**src/rtl/stk_pkg.sv**
```systemverilog
package stk_pkg;
  localparam int SP_W      = 8;
  localparam int BYTE_W    = 8;
  localparam int MAX_BYTES = 4;
  localparam int DATA_W    = BYTE_W * MAX_BYTES;
  localparam int LANE_W    = $clog2(MAX_BYTES);
  localparam int STEP_W    = LANE_W + 1;
  localparam int LAT_W     = 4;

  // latency table entries (cycles from acceptance to done)
  localparam int LAT_PUSH_B    = 2;
  localparam int LAT_POP_B     = 3;
  localparam int LAT_WORD_STD  = 5;
  localparam int LAT_WORD_ALT  = 4;
  localparam int LAT_DWORD_STD = 9;
  localparam int LAT_DWORD_ALT = 8;
  localparam int LAT_XREG_STD  = 3;
  localparam int LAT_XREG_ALT  = 4;
  localparam int LAT_XDIR      = 3;
  localparam int LAT_XIND_STD  = 4;
  localparam int LAT_XIND_ALT  = 5;
  localparam int EXT_MV_PORT   = 1;
  localparam int EXT_MV_PERIPH = 2;
  localparam int EXT_XC_PORT   = 2;
  localparam int EXT_XC_PERIPH = 3;

  typedef enum logic [1:0] {OP_PUSH = 2'd0, OP_POP = 2'd1, OP_XCH = 2'd2, OP_XCHD = 2'd3} op_e;
  typedef enum logic [1:0] {FM_REG = 2'd0, FM_DIR = 2'd1, FM_IND = 2'd2, FM_IND2 = 2'd3} form_e;
  typedef enum logic [1:0] {TG_RAM = 2'd0, TG_PORT = 2'd1, TG_PERIPH = 2'd2, TG_RAM2 = 2'd3} tgt_e;

  function automatic logic [STEP_W-1:0] size_bytes(input logic [1:0] sz);
    case (sz)
      2'd0:    return STEP_W'(1);
      2'd1:    return STEP_W'(2);
      default: return STEP_W'(MAX_BYTES);
    endcase
  endfunction
endpackage

```
**src/rtl/stk_lat.sv**
```systemverilog
module stk_lat
  import stk_pkg::*;
#(
  parameter int CNT_W = LAT_W
) (
  input  op_e              op,
  input  logic [1:0]       size,
  input  form_e            form,
  input  tgt_e             tgt,
  input  logic             alt,
  output logic [CNT_W-1:0] lat
);
  int ext_mv;
  int ext_xc;
  int val;

  always_comb begin
    ext_mv = 0;
    ext_xc = 0;
    if (tgt == TG_PORT) begin
      ext_mv = EXT_MV_PORT;
      ext_xc = EXT_XC_PORT;
    end else if (tgt == TG_PERIPH) begin
      ext_mv = EXT_MV_PERIPH;
      ext_xc = EXT_XC_PERIPH;
    end
    val = 0;
    case (op)
      OP_PUSH, OP_POP: begin
        if (size == 2'd0)      val = ((op == OP_PUSH) ? LAT_PUSH_B : LAT_POP_B) + ext_mv;
        else if (size == 2'd1) val = alt ? LAT_WORD_ALT : LAT_WORD_STD;
        else                   val = alt ? LAT_DWORD_ALT : LAT_DWORD_STD;
      end
      OP_XCH: begin
        if (form == FM_REG)      val = alt ? LAT_XREG_ALT : LAT_XREG_STD;
        else if (form == FM_DIR) val = LAT_XDIR + ext_xc;
        else                     val = alt ? LAT_XIND_ALT : LAT_XIND_STD;
      end
      default: val = alt ? LAT_XIND_ALT : LAT_XIND_STD;
    endcase
    lat = CNT_W'(val);
  end
endmodule

```
**src/rtl/stk_seq.sv**
```systemverilog
module stk_seq #(
  parameter int CNT_W = 4
) (
  input  logic             clk,
  input  logic             rst_n,
  input  logic             start,
  input  logic [CNT_W-1:0] lat,
  output logic             busy,
  output logic             done
);
  logic [CNT_W-1:0] cnt_q;
  logic             busy_q;
  logic             done_q;

  always_ff @(posedge clk) begin
    if (!rst_n) begin
      cnt_q  <= '0;
      busy_q <= 1'b0;
      done_q <= 1'b0;
    end else begin
      done_q <= 1'b0;
      if (start) begin
        busy_q <= 1'b1;
        cnt_q  <= lat;
      end else if (busy_q) begin
        cnt_q <= cnt_q - CNT_W'(1);
        if (cnt_q == CNT_W'(1)) begin
          busy_q <= 1'b0;
          done_q <= 1'b1;
        end
      end
    end
  end

  assign busy = busy_q;
  assign done = done_q;

  AST_DONE_SINGLE: assert property (@(posedge clk) disable iff (!rst_n) done |=> !done);
  AST_DONE_ENDS_BUSY: assert property (@(posedge clk) disable iff (!rst_n) done |-> (!busy && $past(busy)));
endmodule

```
**src/rtl/stk_dp.sv**
```systemverilog
module stk_dp
  import stk_pkg::*;
#(
  parameter logic [SP_W-1:0] SP_RESET = 8'h07
) (
  input  logic              clk,
  input  logic              rst_n,
  input  logic              start,
  input  logic              busy,
  input  op_e               req_op,
  input  logic [1:0]        req_size,
  input  logic [SP_W-1:0]   req_addr,
  input  logic [DATA_W-1:0] req_data,
  input  logic [BYTE_W-1:0] req_acc,
  output logic [SP_W-1:0]   mem_addr,
  output logic              mem_we,
  output logic              mem_re,
  output logic [BYTE_W-1:0] mem_wdata,
  input  logic [BYTE_W-1:0] mem_rdata,
  output logic [SP_W-1:0]   sp,
  output logic [DATA_W-1:0] res_data
);
  logic [BYTE_W-1:0] req_lane [MAX_BYTES];
  logic [STEP_W-1:0] req_n;
  logic [DATA_W-1:0] push_aligned;

  for (genvar b = 0; b < MAX_BYTES; b++) begin : g_lane
    assign req_lane[b] = req_data[BYTE_W*b +: BYTE_W];
  end

  assign req_n = size_bytes(req_size);

  // most significant operand byte goes to the top lane, sent first
  always_comb begin
    push_aligned = '0;
    for (int i = 0; i < MAX_BYTES; i++) begin
      if (STEP_W'(i) < req_n)
        push_aligned[DATA_W-BYTE_W*(i+1) +: BYTE_W] = req_lane[LANE_W'(int'(req_n) - 1 - i)];
    end
  end

  op_e               op_q;
  logic [STEP_W-1:0] nst_q;
  logic [STEP_W-1:0] step_q;
  logic [SP_W-1:0]   base_q;
  logic [SP_W-1:0]   xaddr_q;
  logic [SP_W-1:0]   sp_q;
  logic [SP_W-1:0]   sp_start_q;
  logic [DATA_W-1:0] data_q;
  logic [BYTE_W-1:0] acc_q;

  logic is_move, is_exch, xfer, last;
  logic [BYTE_W-1:0] new_acc;

  assign is_move = (op_q == OP_PUSH) || (op_q == OP_POP);
  assign is_exch = !is_move;
  assign xfer    = busy && (step_q < nst_q);
  assign last    = xfer && (step_q == nst_q - STEP_W'(1));
  assign new_acc = (op_q == OP_XCHD) ? {acc_q[BYTE_W-1:4], data_q[3:0]} : data_q[BYTE_W-1:0];

  always_comb begin
    mem_addr  = is_move ? (base_q + SP_W'(step_q)) : xaddr_q;
    mem_we    = xfer && ((op_q == OP_PUSH) || (is_exch && step_q == STEP_W'(1)));
    mem_re    = xfer && ((op_q == OP_POP)  || (is_exch && step_q == STEP_W'(0)));
    case (op_q)
      OP_PUSH: mem_wdata = data_q[DATA_W-1 -: BYTE_W];
      OP_XCHD: mem_wdata = {data_q[BYTE_W-1:4], acc_q[3:0]};
      default: mem_wdata = acc_q;
    endcase
  end

  always_ff @(posedge clk) begin
    if (!rst_n) begin
      op_q       <= OP_PUSH;
      nst_q      <= '0;
      step_q     <= '0;
      base_q     <= '0;
      xaddr_q    <= '0;
      sp_q       <= SP_RESET;
      sp_start_q <= SP_RESET;
      data_q     <= '0;
      acc_q      <= '0;
    end else if (start) begin
      op_q       <= req_op;
      step_q     <= '0;
      sp_start_q <= sp_q;
      xaddr_q    <= req_addr;
      acc_q      <= req_acc;
      case (req_op)
        OP_PUSH: begin
          nst_q  <= req_n;
          sp_q   <= sp_q + SP_W'(1);
          base_q <= sp_q + SP_W'(1);
          data_q <= push_aligned;
        end
        OP_POP: begin
          nst_q  <= req_n;
          sp_q   <= sp_q - SP_W'(req_n - STEP_W'(1));
          base_q <= sp_q - SP_W'(req_n - STEP_W'(1));
          data_q <= '0;
        end
        default: begin
          nst_q  <= STEP_W'(2);
          data_q <= '0;
        end
      endcase
    end else if (xfer) begin
      step_q <= step_q + STEP_W'(1);
      case (op_q)
        OP_PUSH: begin
          data_q <= data_q << BYTE_W;
          if (last) sp_q <= sp_q + SP_W'(nst_q - STEP_W'(1));
        end
        OP_POP: begin
          data_q <= {data_q[DATA_W-BYTE_W-1:0], mem_rdata};
          if (last) sp_q <= sp_q - SP_W'(1);
        end
        default: begin
          if (step_q == STEP_W'(0)) data_q <= {{(DATA_W-BYTE_W){1'b0}}, mem_rdata};
          else                      data_q <= {{(DATA_W-BYTE_W){1'b0}}, new_acc};
        end
      endcase
    end
  end

  assign sp       = sp_q;
  assign res_data = data_q;

  AST_PUSH_SP_END: assert property (@(posedge clk) disable iff (!rst_n)
    (busy && !xfer && op_q == OP_PUSH) |-> (sp_q == sp_start_q + SP_W'(nst_q)));
  AST_POP_SP_END: assert property (@(posedge clk) disable iff (!rst_n)
    (busy && !xfer && op_q == OP_POP) |-> (sp_q == sp_start_q - SP_W'(nst_q)));
  AST_XCH_SP_HOLD: assert property (@(posedge clk) disable iff (!rst_n)
    (busy && is_exch) |-> (sp_q == sp_start_q));
  AST_RW_EXCL: assert property (@(posedge clk) disable iff (!rst_n)
    !(mem_we && mem_re));
endmodule

```
**src/rtl/stack_xfer_unit.sv**
```systemverilog
module stack_xfer_unit
  import stk_pkg::*;
#(
  parameter logic [7:0] SP_RESET = 8'h07,
  parameter int         CNT_W    = LAT_W
) (
  input  logic        clk,
  input  logic        rst_n,
  input  logic        alt_mode,
  input  logic        req_valid,
  output logic        req_ready,
  input  logic [1:0]  req_op,
  input  logic [1:0]  req_size,
  input  logic [1:0]  req_form,
  input  logic [1:0]  req_target,
  input  logic [7:0]  req_addr,
  input  logic [31:0] req_data,
  input  logic [7:0]  req_acc,
  output logic [7:0]  mem_addr,
  output logic        mem_we,
  output logic        mem_re,
  output logic [7:0]  mem_wdata,
  input  logic [7:0]  mem_rdata,
  output logic [7:0]  sp,
  output logic        done,
  output logic [31:0] res_data
);
  logic             busy;
  logic             start;
  logic [CNT_W-1:0] lat;

  assign req_ready = !busy;
  assign start     = req_valid && req_ready;

  stk_lat #(.CNT_W(CNT_W)) u_lat (
    .op   (op_e'(req_op)),
    .size (req_size),
    .form (form_e'(req_form)),
    .tgt  (tgt_e'(req_target)),
    .alt  (alt_mode),
    .lat  (lat)
  );

  stk_seq #(.CNT_W(CNT_W)) u_seq (
    .clk   (clk),
    .rst_n (rst_n),
    .start (start),
    .lat   (lat),
    .busy  (busy),
    .done  (done)
  );

  stk_dp #(.SP_RESET(SP_RESET)) u_dp (
    .clk       (clk),
    .rst_n     (rst_n),
    .start     (start),
    .busy      (busy),
    .req_op    (op_e'(req_op)),
    .req_size  (req_size),
    .req_addr  (req_addr),
    .req_data  (req_data),
    .req_acc   (req_acc),
    .mem_addr  (mem_addr),
    .mem_we    (mem_we),
    .mem_re    (mem_re),
    .mem_wdata (mem_wdata),
    .mem_rdata (mem_rdata),
    .sp        (sp),
    .res_data  (res_data)
  );

  AST_QUIET_AT_DONE: assert property (@(posedge clk) disable iff (!rst_n)
    done |-> (!mem_we && !mem_re));
endmodule

```
**config.mk**
```make
export PLATFORM = sky130hd
export DESIGN_NAME = stack_xfer_unit
export DESIGN_NICKNAME = d
export VERILOG_FILES = /design/src/rtl/stk_pkg.sv /design/src/rtl/stk_lat.sv /design/src/rtl/stk_seq.sv /design/src/rtl/stk_dp.sv /design/src/rtl/stack_xfer_unit.sv
export SDC_FILE = /design/constraint.sdc
export NUM_CORES = 1
export LEC_CHECK = 0
export BUFFER_PORTS_ARGS = -buffer_cell sky130_fd_sc_hd__buf_2
export CORE_UTILIZATION = 45
export DETAILED_ROUTE_END_ITERATION = 10
export HOLD_SLACK_MARGIN = 0.08
export PLACE_DENSITY = 0.77
export SLEW_MARGIN = 5
export SYNTH_ARGS = -nofsm -noshare
export SYNTH_HDL_FRONTEND = slang
export SYNTH_SLANG_ARGS = --single-unit
```
**constraint.sdc**
```tcl
create_clock -name clk -period 4.3 [get_ports clk]
set_input_delay 0.215 -clock clk [delete_from_list [all_inputs] [get_ports clk]]
set_output_delay 0.215 -clock clk [all_outputs]
set_load 0.005 [all_outputs]
```
-- Yosys cells after proc, flatten, opt, wreduce, memory -nomap -nowiden
Cells that the tools add are included.
- latch bits: 0
- memories kept: 0
- bits of input ports: 68
- RAM bits: 0
- register bits after elaboration: 78
- ROM bits: 0
- multiply operators: 0
- bitwise logic cells: 6
- order comparisons: 9
- reductions and logical operators: 30
- add/sub/neg operators: 16
- div/mod/pow operators: 0
- shifts and indexed selects: 0
- eq/ne operators: 14
- multiplexer cells: 52
- operators by type and width (cell ; number):
    $mux 8 ; 19
    $mux 32 ; 3
    $bmux 8 s2 ; 4
    $pmux 32 s2 ; 1
    $pmux 8 s2 ; 3
    $mux 4 ; 6
    $ge 2x3->1 const B ; 4
    $eq 2x1->1 const B ; 5
    $add 8x1->8 const B ; 1
    $add 8x3->8 ; 1
    $add 8x8->8 ; 1
    $logic_not 2->1 ; 4
    $mux 1 ; 8
    $mux 2 ; 4
    $not 2->2 ; 4
    $pmux 4 s2 ; 1
    $sub 3x1->4 const B ; 2
    $sub 8x1->8 const B ; 1
    $sub 8x8->8 ; 1
    $logic_and 1x1->1 ; 7
    $eq 2x2->1 const B ; 3
    $lt 1x3->1 const A ; 2
    $lt 2x3->1 const A ; 2
    $mux 3 ; 2
    other kinds (26) ; 38

-- Logic depth before layout (Yosys ltp)
- depth in word-level cells: 11
- depth in mapped cells: 14
- gate-level depth less buffers: 13

-- Hierarchy
A second synthesis with hierarchy kept.
- cells, all modules: 632
- area, all modules: 5435.2 um2
- by module, submodules not included (module ; times used ; area each (um2) ; sequential area each (um2) ; cells an instance):
    stk_dp ; 1 ; 4963.5 ; 1441.4 ; 575
    stk_seq ; 1 ; 296.5 ; 120.1 ; 32
    stk_lat ; 1 ; 165.2 ; 0.0 ; 23
    stack_xfer_unit ; 1 ; 10.0 ; 0.0 ; 2

-- Worst setup path after synthesis
No wires, ideal clock.
- path kind: register -> register
- from: reg u_dp.nst_q[0]
- to: reg u_dp.sp_q[7] (netlist: u_dp.sp[7])
- slack: 1.325 ns
- required time: 4.226 ns
- stages on the path, launching flop included: 13
- library setup time: 0.074 ns
- buffers on the path: 0
- data arrival time: 2.901 ns
- cell sequence: dfxtp_1 -> inv_1 -> ha_1 -> xnor2_1 -> nand3_1 -> ha_1 -> or2_2 -> ha_1 -> or4_1 -> o22ai_1 -> xnor2_1 -> nand2_1 -> a31oi_1
- cells in the longest elaborated chain, start to end: 6
- elaborated cells between the ends (all ways): 15
- ends and longest elaborated chain (what ; line ; source):
    start: declaration ; stk_dp.sv:43 ; logic [STEP_W-1:0] nst_q;
    start signal: assignment ; stk_dp.sv:91 ; nst_q <= req_n;
    start signal: assignment ; stk_dp.sv:97 ; nst_q <= req_n;
    $sub 3x1->4 ; stk_dp.sv:112 ; if (last) sp_q <= sp_q + SP_W'(nst_q - STEP_W'(1));
    $add 8x8->8 ; stk_dp.sv:112 ;
    $mux 8 ; stk_dp.sv:112 ;
    $pmux 8 s2 ; stk_dp.sv:109 ; case (op_q)
    $mux 8 ; stk_dp.sv:107 ; end else if (xfer) begin
    $mux 8 ; stk_dp.sv:83 ; end else if (start) begin
    end signal: assignment ; stk_dp.sv:92 ; sp_q <= sp_q + SP_W'(1);
    end signal: assignment ; stk_dp.sv:112 ;
    end signal: assignment ; stk_dp.sv:116 ; if (last) sp_q <= sp_q - SP_W'(1);
    end: declaration ; stk_dp.sv:47 ; logic [SP_W-1:0] sp_q;
Several ways; a longest one is shown, not always the timed one. The select of a mux whose other input is x is not followed.
A chain may end at the register's enable or synchronous reset.

-- Final worst setup path
Ends and elaborated chain as after synthesis.

==> impl_metrics.py <==
metrics = {
    "route": {
        "drt_iter0_drc": 608,
        "vias": 5328,
        "drc_errors": 0,
        "firstDrtPassIters": 10,
        "wl_per_cell_um": 15.5,
        "wirelength_um": 14700,
        "routed_via_density": 5.61,
        "antenna_left": 0,
    },
    "grt": {
        "antenna_found_initial": 0,
        "grt_util_all_layers_pct": 23.8,
        "grt_max_degree": 60,
        "grt_pass1_wl_um": 24100,
        "first_global_vias": 4713,
        "grt-ovfl-total": 0,
    },
    "timing": {
        "rsz0062_at_grt": "no",
        "setup-tns-final_ns": 0,
        "setup_viol": 0,
        "clock_skew_ns": 0.00585,
        "hold_viol": 0,
        "slew_headroom_pct": 42.2,
        "max_freq_mhz": 310,
        "setup_slack_ns": 1.07,
        "finalCriticalPeriod_ns": 3.23,
        "slew_viol_final": 0,
        "fin_crit_sh_pct": 75.1,
        "tightest_slew_ns": 0.864,
        "holdWs_ns": 0.125,
    },
    "run": {
        "cap_viol_max_count": 0,
    },
    "synth": {
        "synthMuxAreaShare_pct": 5.49,
        "ys.flop_type": "dfxtp_1",
        "synthAdderAreaFrac_pct": 9.75,
        "synthSimpleGateAreaFrac_pct": 20.7,
        "synth-seq-cells": 78,
        "syn_nets": 812,
        "async_reset_ff_share_pct": 0,
        "ys_seq_area_share_pct": 28.4,
        "synth_compound_area_share_pct": 26.4,
        "syn_area_mm2": 0.00549,
        "ys_warn_count": 0,
        "postSynthAreaPerCell_um2": 7.81,
        "synth_top_family_by_area": "compound AO/OA/AOI/OAI gates",
        "yosysUniqueCellTypes": 52,
        "synthCells": 703,
        "synth-edff-count": 0,
        "synth-xor-area-share_pct": 3.35,
    },
    "setup_path": {
        "slowest_stage": "or4_1",
        "crit_family": "simple AND/OR/NAND/NOR gates",
        "critical-path-max-stage-delay_ns": 0.53,
        "path_common_cell": "ha_1",
        "rr_startpoint": "u_dp.nst_q[0]",
        "worstPathCellList": "inv_1, ha_1, xnor2_1, nand3_1, ha_1, or2_2, ha_1, or4_1, o22ai_1, xnor2_1, nand2_1, a31oi_1",
        "worstPathArrival_ns": 3.49,
        "start_kind": "register",
        "crit_start": "u_dp.nst_q[0]",
        "path_max_fanout": 6,
        "end_kind": "register",
        "crit_required_ns": 4.56,
        "path_class": "reg -> reg",
        "path_buf_inv": 1,
    },
    "clock_network": {
        "path_clk_slew_ns": 0.06,
        "cts_sinks": 78,
        "cts_setup_buffers": 0,
        "cts_tree": "built",
        "clkLatencyLatePin_ns": 0.34,
        "cts_buffer_depth": 2,
        "cts_buffers": 9,
        "cts.repair.resized": 0,
        "htree_num_levels": 3,
        "hold_buffers": 0,
        "cts_root_buffer": "clkbuf_16",
    },
    "min_path": {
        "hold_path.class": "in -> reg",
        "hold_start": "req_acc[3]",
    },
    "floorplanning": {
        "dieArea_mm2": 0.0127,
        "die-width_um": 112,
        "rows": 39,
        "ios": 128,
        "die_h_um": 112,
        "core_mm2": 0.0117,
        "start_util_pct": 47.1,
    },
    "placed_design": {
        "dpl_worst_slack_ns": 1.13,
        "dpl_cell_area_mm2": 0.00617,
        "gp_congestion": 0.857,
        "place_inst": 934,
        "hpwlAfterDp_um": 10700,
        "io_buffers": 127,
    },
    "layout": {
        "stdcell_count": 950,
        "syn_to_final_growth_pct": 19.2,
        "n_antenna_cell": 0,
        "final_cell_area_mm2": 0.00655,
        "final_util_pct": 56.1,
        "fin_nets": 911,
        "drive_above_1_share_pct": 20.6,
    },
    "power_and_ir_drop": {
        "p_leak_nw": 3.08,
        "peakVddDrop_mv": 0.214,
        "p_total_mw": 2.40,
        "power_density_mw_per_mm2": 366,
    },
    "outcome": {
        "status": "finished clean",
    },
}
## path summary, 6_finish.rpt
path / endpoint / slack [ns] / cells after the start
min reg2reg: u_dp.acc_q[2] / 0.46 / 2
min: u_dp.acc_q[3] / 0.13 / 3
max: u_dp.sp[7] / 1.07 / 12
max reg2reg: u_dp.sp[7] / 1.07 / 12
## metal layers
metal | vias to the layer above | part of all wire [%] | track usage, %
met3 | 20 | 6.6 | 4.59
met5 | - | 0 | 0
li1 | 2698 | - | -
met1 | 2420 | 46 | 32.8
met4 | 0 | 1.5 | 6.49
met2 | 190 | 46 | 38.1
## state kept, by name (all words and copies together), names as in the netlist
name / cells
u_seq.cnt_q: 4
u_dp.acc_q: 8
u_dp.xaddr_q: 8
u_seq.busy: 1
u_seq.done: 1
u_dp.sp: 8
u_dp.nst_q: 3
u_dp.step_q: 3
u_dp.res_data: 32
u_dp.op_q: 2
u_dp.base_q: 8
## cells in the mapped netlist, types with 3 or more instances
cell type | count | share of area (%)
nand2_1 | 124 | 8.5
dfxtp_1 | 78 | 28
o21ai_0 | 55 | 5.0
nor2_1 | 48 | 3.3
ha_1 | 38 | 8.7
clkbuf_1 | 37 | 2.5
inv_1 | 32 | 2.2
mux2i_1 | 29 | 5.3
a21boi_0 | 24 | 3.3
a21oi_1 | 22 | 2.0
nor3b_1 | 18 | 2.5
a222oi_1 | 16 | 2.9
nand3_1 | 16 | 1.5
o211a_1 | 15 | 2.7
a22oi_1 | 12 | 1.6
xnor2_1 | 11 | 1.8
xor2_1 | 10 | 1.6
nand2b_1 | 9 | 1.0
nor2b_1 | 9 | 1.0
o211ai_1 | 9 | 1.2
a31oi_1 | 8 | 0.91
and2_1 | 8 | 0.91
nor3_1 | 7 | 0.64
buf_2 | 6 | 0.55
o21a_1 | 6 | 0.82
o221ai_1 | 6 | 0.96
or2_2 | 6 | 0.68
a22o_1 | 4 | 0.64
a211oi_1 | 3 | 0.41
a21o_1 | 3 | 0.41
fa_1 | 3 | 1.1
o22ai_1 | 3 | 0.34
## worst min-delay path, cell delays in order
cell      delay (ns)
buf_2           0.09
nand2_1         0.04
a21boi_0        0.06
## report_power, final
group	internal (mW)	switching (mW)	leakage (nW)
Combinational	0.268	0.342	2.25
Clock	0.644	0.305	0.180
Sequential	0.783	0.0555	0.641
Total	1.69	0.703	3.08
## layout make-up
class                           instances  area [µm²]
Tap cell                              143         179
Fill cell                            1087        5120
Clock inverter                          5         129
Inverter                               33         124
Multi-Input combinational cell        545        3610
Timing Repair Buffer                  135         696
Clock buffer                           11         243
Sequential cell                        78        1560
## kinds of logic after synthesis
| logic type | after synthesis |
|---|---|
| XOR/XNOR | 21 |
| buffers and inverters | 80 |
| multiplexers | 30 |
| AO/OA/AOI/OAI | 202 |
| AND/OR/NAND/NOR | 251 |
| adder cells (fa/ha/maj) | 41 |
| flip-flops | 78 |
## placed cells by master (no fill, tap or decap), types with 3 or more instances in the layout
cell	instances
or2_2	6
nor2b_1	8
a22o_1	4
o211ai_1	9
bufinv_16	4
and2_1	8
a31oi_1	8
o22ai_1	3
o221ai_1	6
mux2i_1	29
a22oi_1	12
xor2_1	10
clkbuf_16	9
xnor2_1	11
dfxtp_1	78
nor3b_1	18
buf_2	127
fa_1	3
o211a_1	15
a21o_1	3
nand2_1	123
o21ai_0	55
nor3_1	7
ha_1	38
a21boi_0	24
buf_4	8
inv_1	32
a21oi_1	22
nand2b_1	9
a211oi_1	3
a222oi_1	16
nor2_1	48
o21a_1	6
nand3_1	16
Note: power is estimated with default switching activity, not from simulation.
